==> src/rtl/spis_pkg.sv <==
package spis_pkg;

   typedef struct packed {
      logic done;
      logic wcol;
      logic ovr;
   } spis_flags_t;

endpackage

==> src/rtl/spis_sync.sv <==
module spis_sync #(
   parameter int          WIDTH   = 3,
   parameter int          STAGES  = 2,
   parameter logic [31:0] RST_VAL = '0
) (
   input  logic             clk,
   input  logic             rst_n,
   input  logic [WIDTH-1:0] d,
   output logic [WIDTH-1:0] q
);

   logic [WIDTH-1:0] stg [STAGES];

   generate
      if (STAGES < 2) begin : g_bad_stages
         $error("spis_sync: STAGES must be at least 2");
      end
      for (genvar i = 0; i < STAGES; i++) begin : g_stage
         always_ff @(posedge clk or negedge rst_n) begin
            if (!rst_n)
               stg[i] <= RST_VAL[WIDTH-1:0];
            else if (i == 0)
               stg[i] <= d;
            else
               stg[i] <= stg[(i == 0) ? 0 : i-1];
         end
      end
   endgenerate

   assign q = stg[STAGES-1];

endmodule

==> src/rtl/spis_rx.sv <==
module spis_rx #(
   parameter int DW = 8
) (
   input  logic          clk,
   input  logic          rst_n,
   input  logic          clr,
   input  logic          smp,
   input  logic          sdi,
   output logic          done,
   output logic [DW-1:0] byte_o
);

   localparam int CW = $clog2(DW);
   localparam logic [CW-1:0] LAST = CW'(DW-1);

   logic [CW-1:0] cnt;
   logic [DW-1:0] shreg;

   always_ff @(posedge clk or negedge rst_n) begin
      if (!rst_n) begin
         cnt   <= '0;
         shreg <= '0;
      end else if (clr) begin
         cnt <= '0;
      end else if (smp) begin
         shreg <= {shreg[DW-2:0], sdi};
         cnt   <= (cnt == LAST) ? '0 : cnt + 1'b1;
      end
   end

   assign done   = smp && !clr && (cnt == LAST);
   assign byte_o = {shreg[DW-2:0], sdi};

   // a cleared counter never completes a byte on the next sample
   a_r7_clr_restarts: assert property (@(posedge clk) disable iff (!rst_n)
      clr |=> !done);

endmodule

==> src/rtl/spis_tx.sv <==
module spis_tx #(
   parameter int DW = 8
) (
   input  logic          clk,
   input  logic          rst_n,
   input  logic          clr,
   input  logic          cpha,
   input  logic          shf,
   input  logic          smp,
   input  logic          wr,
   input  logic [DW-1:0] wdata,
   output logic          wcol_ev,
   output logic          sdo
);

   localparam int OW = $clog2(DW+1);
   localparam logic [OW-1:0] OLAST0 = OW'(DW-1);
   localparam logic [OW-1:0] OLAST1 = OW'(DW);

   logic [DW-1:0] txb, sr;
   logic          txb_full, sr_full;
   logic [OW-1:0] ocnt, idx;
   logic          end_ev;

   // last SCK edge of a byte: trailing edge in both phases
   assign end_ev  = cpha ? (smp && ocnt == OLAST1) : (shf && ocnt == OLAST0);
   assign wcol_ev = wr && txb_full;

   always_ff @(posedge clk or negedge rst_n) begin
      if (!rst_n) begin
         txb      <= '0;
         txb_full <= 1'b0;
         sr       <= '0;
         sr_full  <= 1'b0;
      end else begin
         if (wr && !txb_full) begin
            txb      <= wdata;
            txb_full <= 1'b1;
         end
         if (end_ev && !clr) begin
            if (txb_full) begin
               sr       <= txb;
               sr_full  <= 1'b1;
               txb_full <= 1'b0;
            end else begin
               sr_full <= 1'b0;
            end
         end else if (!sr_full && txb_full) begin
            sr       <= txb;
            sr_full  <= 1'b1;
            txb_full <= 1'b0;
         end
      end
   end

   always_ff @(posedge clk or negedge rst_n) begin
      if (!rst_n)
         ocnt <= '0;
      else if (clr)
         ocnt <= '0;
      else if (shf) begin
         if (!cpha)
            ocnt <= (ocnt == OLAST0) ? '0 : ocnt + 1'b1;
         else
            ocnt <= (ocnt == OLAST1) ? OW'(1) : ocnt + 1'b1;
      end
   end

   always_comb begin
      if (!cpha)
         idx = OLAST0 - ocnt;
      else if (ocnt == '0)
         idx = OLAST0;
      else
         idx = OLAST1 - ocnt;
   end

   assign sdo = sr[idx[OW-1:0] < OW'(DW) ? idx : '0];

   // a rejected write leaves the buffered byte untouched
   a_r4_wcol_keeps: assert property (@(posedge clk) disable iff (!rst_n)
      (wr && txb_full) |=> $stable(txb));

   // a buffered byte never waits behind an empty shift register
   a_r3_prompt_load: assert property (@(posedge clk) disable iff (!rst_n)
      (!sr_full && txb_full) |=> sr_full);

endmodule

==> src/rtl/spi_slave_dbuf.sv <==
module spi_slave_dbuf
   import spis_pkg::*;
#(
   parameter int DATA_W      = 8,
   parameter int SYNC_STAGES = 2
) (
   input  logic              clk,
   input  logic              rst_n,
   input  logic              enable,
   input  logic              three_wire,
   input  logic              cpol,
   input  logic              cpha,
   input  logic              irq_en,
   input  logic              wr_en,
   input  logic [DATA_W-1:0] wr_data,
   input  logic              rd_en,
   output logic [DATA_W-1:0] rd_data,
   output logic              rx_valid,
   input  logic              clr_done,
   input  logic              clr_wcol,
   input  logic              clr_ovr,
   output logic              flag_done,
   output logic              flag_wcol,
   output logic              flag_ovr,
   output logic              irq,
   input  logic              sck,
   input  logic              ss_n,
   input  logic              mosi,
   output logic              miso,
   output logic              miso_oe
);

   generate
      if (DATA_W < 2) begin : g_bad_width
         $error("spi_slave_dbuf: DATA_W must be at least 2");
      end
   endgenerate

   logic [2:0] pins_s;
   logic       sck_s, mosi_s, ssn_s, sck_q, ssn_q;

   spis_sync #(.WIDTH(3), .STAGES(SYNC_STAGES), .RST_VAL(32'b100)) u_sync (
      .clk(clk), .rst_n(rst_n), .d({ss_n, mosi, sck}), .q(pins_s));

   assign {ssn_s, mosi_s, sck_s} = pins_s;

   always_ff @(posedge clk or negedge rst_n) begin
      if (!rst_n) begin
         sck_q <= 1'b0;
         ssn_q <= 1'b1;
      end else begin
         sck_q <= sck_s;
         ssn_q <= ssn_s;
      end
   end

   logic rise, fall, lead, trail, active, smp, shf, clr;

   assign rise   = sck_s && !sck_q;
   assign fall   = !sck_s && sck_q;
   assign lead   = cpol ? fall : rise;
   assign trail  = cpol ? rise : fall;
   assign active = enable && (three_wire || !ssn_s);
   assign smp    = active && (cpha ? trail : lead);
   assign shf    = active && (cpha ? lead : trail);
   assign clr    = !enable || (!three_wire && ssn_q && !ssn_s);

   logic              byte_done, wcol_ev;
   logic [DATA_W-1:0] rx_byte;

   spis_rx #(.DW(DATA_W)) u_rx (
      .clk(clk), .rst_n(rst_n), .clr(clr), .smp(smp), .sdi(mosi_s),
      .done(byte_done), .byte_o(rx_byte));

   spis_tx #(.DW(DATA_W)) u_tx (
      .clk(clk), .rst_n(rst_n), .clr(clr), .cpha(cpha), .shf(shf), .smp(smp),
      .wr(wr_en), .wdata(wr_data), .wcol_ev(wcol_ev), .sdo(miso));

   logic [DATA_W-1:0] rxb;
   logic              rxb_full;
   spis_flags_t       flg;

   always_ff @(posedge clk or negedge rst_n) begin
      if (!rst_n) begin
         rxb      <= '0;
         rxb_full <= 1'b0;
         flg      <= '0;
      end else begin
         if (rd_en)
            rxb_full <= 1'b0;
         if (byte_done && !(rxb_full && !rd_en)) begin
            rxb      <= rx_byte;
            rxb_full <= 1'b1;
         end
         flg.done <= (flg.done && !clr_done) || byte_done;
         flg.wcol <= (flg.wcol && !clr_wcol) || wcol_ev;
         flg.ovr  <= (flg.ovr && !clr_ovr) || (byte_done && rxb_full && !rd_en);
      end
   end

   assign rd_data   = rxb;
   assign rx_valid  = rxb_full;
   assign flag_done = flg.done;
   assign flag_wcol = flg.wcol;
   assign flag_ovr  = flg.ovr;
   assign irq       = irq_en && (flg.done || flg.wcol || flg.ovr);
   assign miso_oe   = active;

   // an overrun keeps the unread byte and raises the flag
   a_r5_ovr_keeps: assert property (@(posedge clk) disable iff (!rst_n)
      (rx_valid && byte_done && !rd_en) |=> (rd_data == $past(rd_data) && flag_ovr));

   // byte-complete flag is sticky until cleared
   a_r8_done_sticky: assert property (@(posedge clk) disable iff (!rst_n)
      (flag_done && !clr_done) |=> flag_done);

   // no byte completes while deselected in 4-wire mode
   a_r6_no_capture_deselected: assert property (@(posedge clk) disable iff (!rst_n)
      (!three_wire && ssn_s) |-> !byte_done);

   // a read with no new byte leaves the buffer empty
   a_r10_read_empties: assert property (@(posedge clk) disable iff (!rst_n)
      (rd_en && !byte_done) |=> !rx_valid);

endmodule

==> config.mk <==
export PLATFORM = sky130hd
export DESIGN_NAME = spi_slave_dbuf
export DESIGN_NICKNAME = d
export VERILOG_FILES = /design/src/rtl/spis_pkg.sv /design/src/rtl/spis_sync.sv /design/src/rtl/spis_rx.sv /design/src/rtl/spis_tx.sv /design/src/rtl/spi_slave_dbuf.sv
export SDC_FILE = /design/constraint.sdc
export NUM_CORES = 1
export LEC_CHECK = 0
export CAP_MARGIN = 0
export CORE_ASPECT_RATIO = 1.1
export CORE_MARGIN = 10
export CORE_UTILIZATION = 50
export CTS_CLUSTER_DIAMETER = 80
export DETAILED_ROUTE_END_ITERATION = 7
export PLACE_DENSITY = 0.75
export REMOVE_ABC_BUFFERS = 1
export SYNTH_ARGS = -nofsm -noshare
export SYNTH_HDL_FRONTEND = slang
export SYNTH_HIERARCHICAL = 1
export SYNTH_SLANG_ARGS = --single-unit
==> constraint.sdc <==
create_clock -name clk -period 3.35 [get_ports clk]
set_input_delay 0.67 -clock clk [delete_from_list [all_inputs] [get_ports clk]]
set_output_delay 0.67 -clock clk [all_outputs]
set_load 0.005 [all_outputs]
==> metrics.md, run 1 <==
| Metric | Value |
|---|---|
| Outcome | `complete, no violations` |
| Worst reg2reg startpoint | `u_sync/q[2]` |
| Initial Util | `0.520` |
| WHS Endpoint | `u_sync/q[1]` |
| Clk Latency, worst-skew pair | `300 ps` |
| Pre-Repair DR Iteration Count | `4` |
| Pwr/cell area | `421 nW/µm²` |
| CP max FO | `4` |
| Netlist Area Pre-Place | `2420 µm²` |
| Most frequent cells in the layout | `48 x dfrtp_1, 35 x clkdlybuf4s50_1, 23 x mux2_4` |
| Pleak | `1.38 nW` |
| Slew headroom | `0.501` |
| Number of max-cap violations | `0` |
| Num rows | `26` |
| YS warnings | `6` |
| Vias per inst | `5.19` |
| Global placement routability congestion | `0.837` |
| Vias | `1,459` |
| Die Y | `92.9 µm` |
| Die Area | `8020 µm²` |
| # DRC | `0` |
| # hold bufs at CTS | `0` |
| CP arrival | `2330 ps` |
| Post-synth EDFFs | `0` |
| Worst-case clock buffer depth | `2` |
| Layout area overhead | `21.0%` |
| Asr flop ratio synth | `1.00` |
| Mux cell area share after synthesis | `0.218` |
| Final worst clock skew | `7.08 ps` |
| Synth Area in Adders | `0.0207` |
| Layout cell share with drive strength beyond 1 | `0.240` |
| Syn Area/Cell | `13.2 µm²` |
| Largest net degree at the start of global routing | `33` |
| Fmax | `333 MHz` |
| R2R depth | `7` |
| Vias in the first global route | `1,521` |
| Util after Layout | `0.629` |
| Crit path launch type | `input pin` |
| Prevailing post-synth register cell | `dfrtp_1` |
| Fin Setup TNS | `0 ps` |
| Final Hold Fails | `0` |
| Mapped Cells | `183` |
| Core area | `4650 µm²` |
| Period utilization | `0.895` |
| CTS tree | `built` |
| CTS root buf | `clkbuf_8` |
| Die W | `86.3 µm` |
| Routed wire per std cell | `14.9 µm` |
| Cts bufs inserted | `5` |
| CTS H-tree depth | `2` |
| GRT Residual Overflow | `0` |
| Post-layout nets | `251` |
| CP Capture Type | `output pin` |
| Reg2reg setup slack | `1310 ps` |
| Commonest non-fill, non-tap cell in the layout | `dfrtp_1` |
| WL final | `4190 µm` |
| Final HPWL DP | `3130 µm` |
| Minimum clock period | `3000 ps` |
| HP Class | `reg2reg` |
| Synth Area in Simple Gates | `0.101` |
| First-pass GRT wire length | `7110 µm` |
| Hold Crit Depth | `0` |
| Worst slew pin tran | `747 ps` |
| Diode count | `0` |
| Xor-xnor portion of the synthesized cell area | `0.00362` |
| Final setup vio count | `0` |
| Worst Setup Path Type | `in2out` |
| I/O Pins | `38` |
| Hold Crit Start | `u_sync/stg[4]` |
| Peak supply drop | `252 µV` |
| Clk slew on worst S/H paths | `90 ps` |
| PortBufs | `37` |
| Highest-delay cell along the critical path | `clkdlybuf4s50_1` |
| Critical path, cell by cell | `clkdlybuf4s50_1 -> nor2b_1 -> a211o_4 -> mux2i_2 -> mux2i_1 -> mux2_2 -> dlymetal6s2s_1` |
| Sequential area share after synthesis | `0.540` |
| Iter 0 DRT Violations | `47` |
| Global Route Usage Sum | `0.108` |
| Main combinational cell family by area after synthesis | `multiplexers` |
| Clk sinks | `52` |
| Synth Area in Compound Gates | `0.0729` |
| Yosys cell types | `41` |
| Synth Register Bits | `52` |
| Initial antenna violation count | `0` |
| Max incr delay on CP | `430 ps` |
| Max-slew violation count | `0` |
| CP required | `2680 ps` |
| R2R Path End | `u_tx/sr[4]` |
| Unrepaired setup endpoints after global routing | `no` |
| Antenna-violating nets left | `0` |
-- worst max-delay path by stage --
| stage | startpoint | end | slack (ps) | cells past startpoint |
|---|---|---|---|---|
| after floorplan | cpol | rd_data[0] | 990 | 7 |
| after global placement | cpha | miso | 90 | 7 |
| after detailed placement | cpha | miso | 30 | 7 |
| after CTS | cpha | miso | 20 | 7 |
| after global routing | cpha | miso | 280 | 7 |
| final | cpha | miso | 350 | 7 |
-- cells by family after synthesis --
logic type                 after synthesis
DFF                                     52
AOI/OAI and AO/OA                       26
adders and majority gates                4
xor gates and xnor gates                 1
and+or+nand+nor                         40
muxes                                   40
buffers and inverters                   20
-- Yosys cell counts (2+ instances only) --
master / number / area share
o21ai_1: 4 / 0.0083
nand3b_1: 2 / 0.0062
mux2_4: 23 / 0.14
o21ai_0: 2 / 0.0041
dfstp_2: 3 / 0.033
nand2_1: 7 / 0.011
inv_1: 12 / 0.019
and2_1: 2 / 0.0052
dfrtp_1: 49 / 0.51
buf_4: 4 / 0.012
nand2b_1: 4 / 0.010
nor2_1: 10 / 0.016
nand2_4: 2 / 0.0093
a32oi_1: 2 / 0.0072
a31oi_1: 2 / 0.0052
mux2_1: 4 / 0.019
nor2b_1: 6 / 0.016
mux2_2: 5 / 0.023
mux2i_1: 8 / 0.033
buf_6: 2 / 0.0093
ha_1: 4 / 0.021
a21oi_1: 7 / 0.014
-- per-layer routing --
| layer | GRT usage | routed length, µm |
|---|---|---|
| met1 | 0.134 | 1920 |
| met2 | 0.167 | 1940 |
| met3 | 0.0377 | 248 |
| met4 | 0.0473 | 79 |
| met5 | 0 | 0 |
-- report_power, final --
group          leakage [nW]  internal [mW]  switching, mW
registers             0.668          0.693         0.0424
clock network        0.0479          0.146          0.197
logic                 0.666         0.0986         0.0554
-- sequential cells by signal, indices dropped and copies added, names as in the netlist, 3 cells and up --
signal / flops
u_rx/cnt: 3
rd_data: 8
u_tx/txb: 8
u_sync/q: 3
u_tx/ocnt: 4
u_rx/shreg: 7
u_tx/sr: 8
u_sync/stg: 3
-- area by class of cell --
cell class / instances / area (µm²)
clock inverters: 3 / 18.8
clock buffers: 5 / 68.8
fillers: 376 / 1730
inverters: 12 / 45.0
well taps: 56 / 70.1
repair buffers: 42 / 405
flip-flops and latches: 52 / 1310
multi-input cells: 111 / 1010
-- worst max-delay path, delay by kind of cell --
kind | cells | cell delay (ps)
simple gates | 1 | 160
buf+inv | 2 | 580
compound gates | 1 | 370
mux | 3 | 540
-- per-stage QoR --
stage / setup slack (ps) / hold WS (ps) / std cells / area [µm²] / total power [mW]
after floorplan: 990 / 331 / 175 / 2360 / 0.827
after global placement: 87.3 / 334 / 273 / 2830 / 0.895
after detailed placement: 31.8 / 335 / 273 / 2830 / 0.905
after CTS: 22.9 / 355 / 281 / 2920 / 1.25
after global routing: 280 / 364 / 281 / 2930 / 1.29
final: 351 / 353 / 281 / 2930 / 1.23
-- what timing repair did --
item,CTS,global route
resized for setup,0,3
setup buffers,0,0
endpoints found under the setup margin,0,1
No activity file was read; power rests on OpenSTA's default activity.
==> run 2, diff against run 1 <==
--- a/config.mk
+++ b/config.mk
@@ -13,6 +13,7 @@
 export DETAILED_ROUTE_END_ITERATION = 7
 export PLACE_DENSITY = 0.75
 export REMOVE_ABC_BUFFERS = 1
+export SLEW_MARGIN = 20
 export SYNTH_ARGS = -nofsm -noshare
 export SYNTH_HDL_FRONTEND = slang
 export SYNTH_HIERARCHICAL = 1
==> results of run 2 <==
Same layout as run 1: the final DEF is identical, and so are final timing and power.
==> run 3, diff against run 2 <==
--- a/config.mk
+++ b/config.mk
@@ -5,7 +5,7 @@
 export SDC_FILE = /design/constraint.sdc
 export NUM_CORES = 1
 export LEC_CHECK = 0
-export CAP_MARGIN = 0
+export CAP_MARGIN = 20
 export CORE_ASPECT_RATIO = 1.1
 export CORE_MARGIN = 10
 export CORE_UTILIZATION = 50
==> results of run 3 <==
Same layout as run 1: the final DEF is identical, and so are final timing and power.
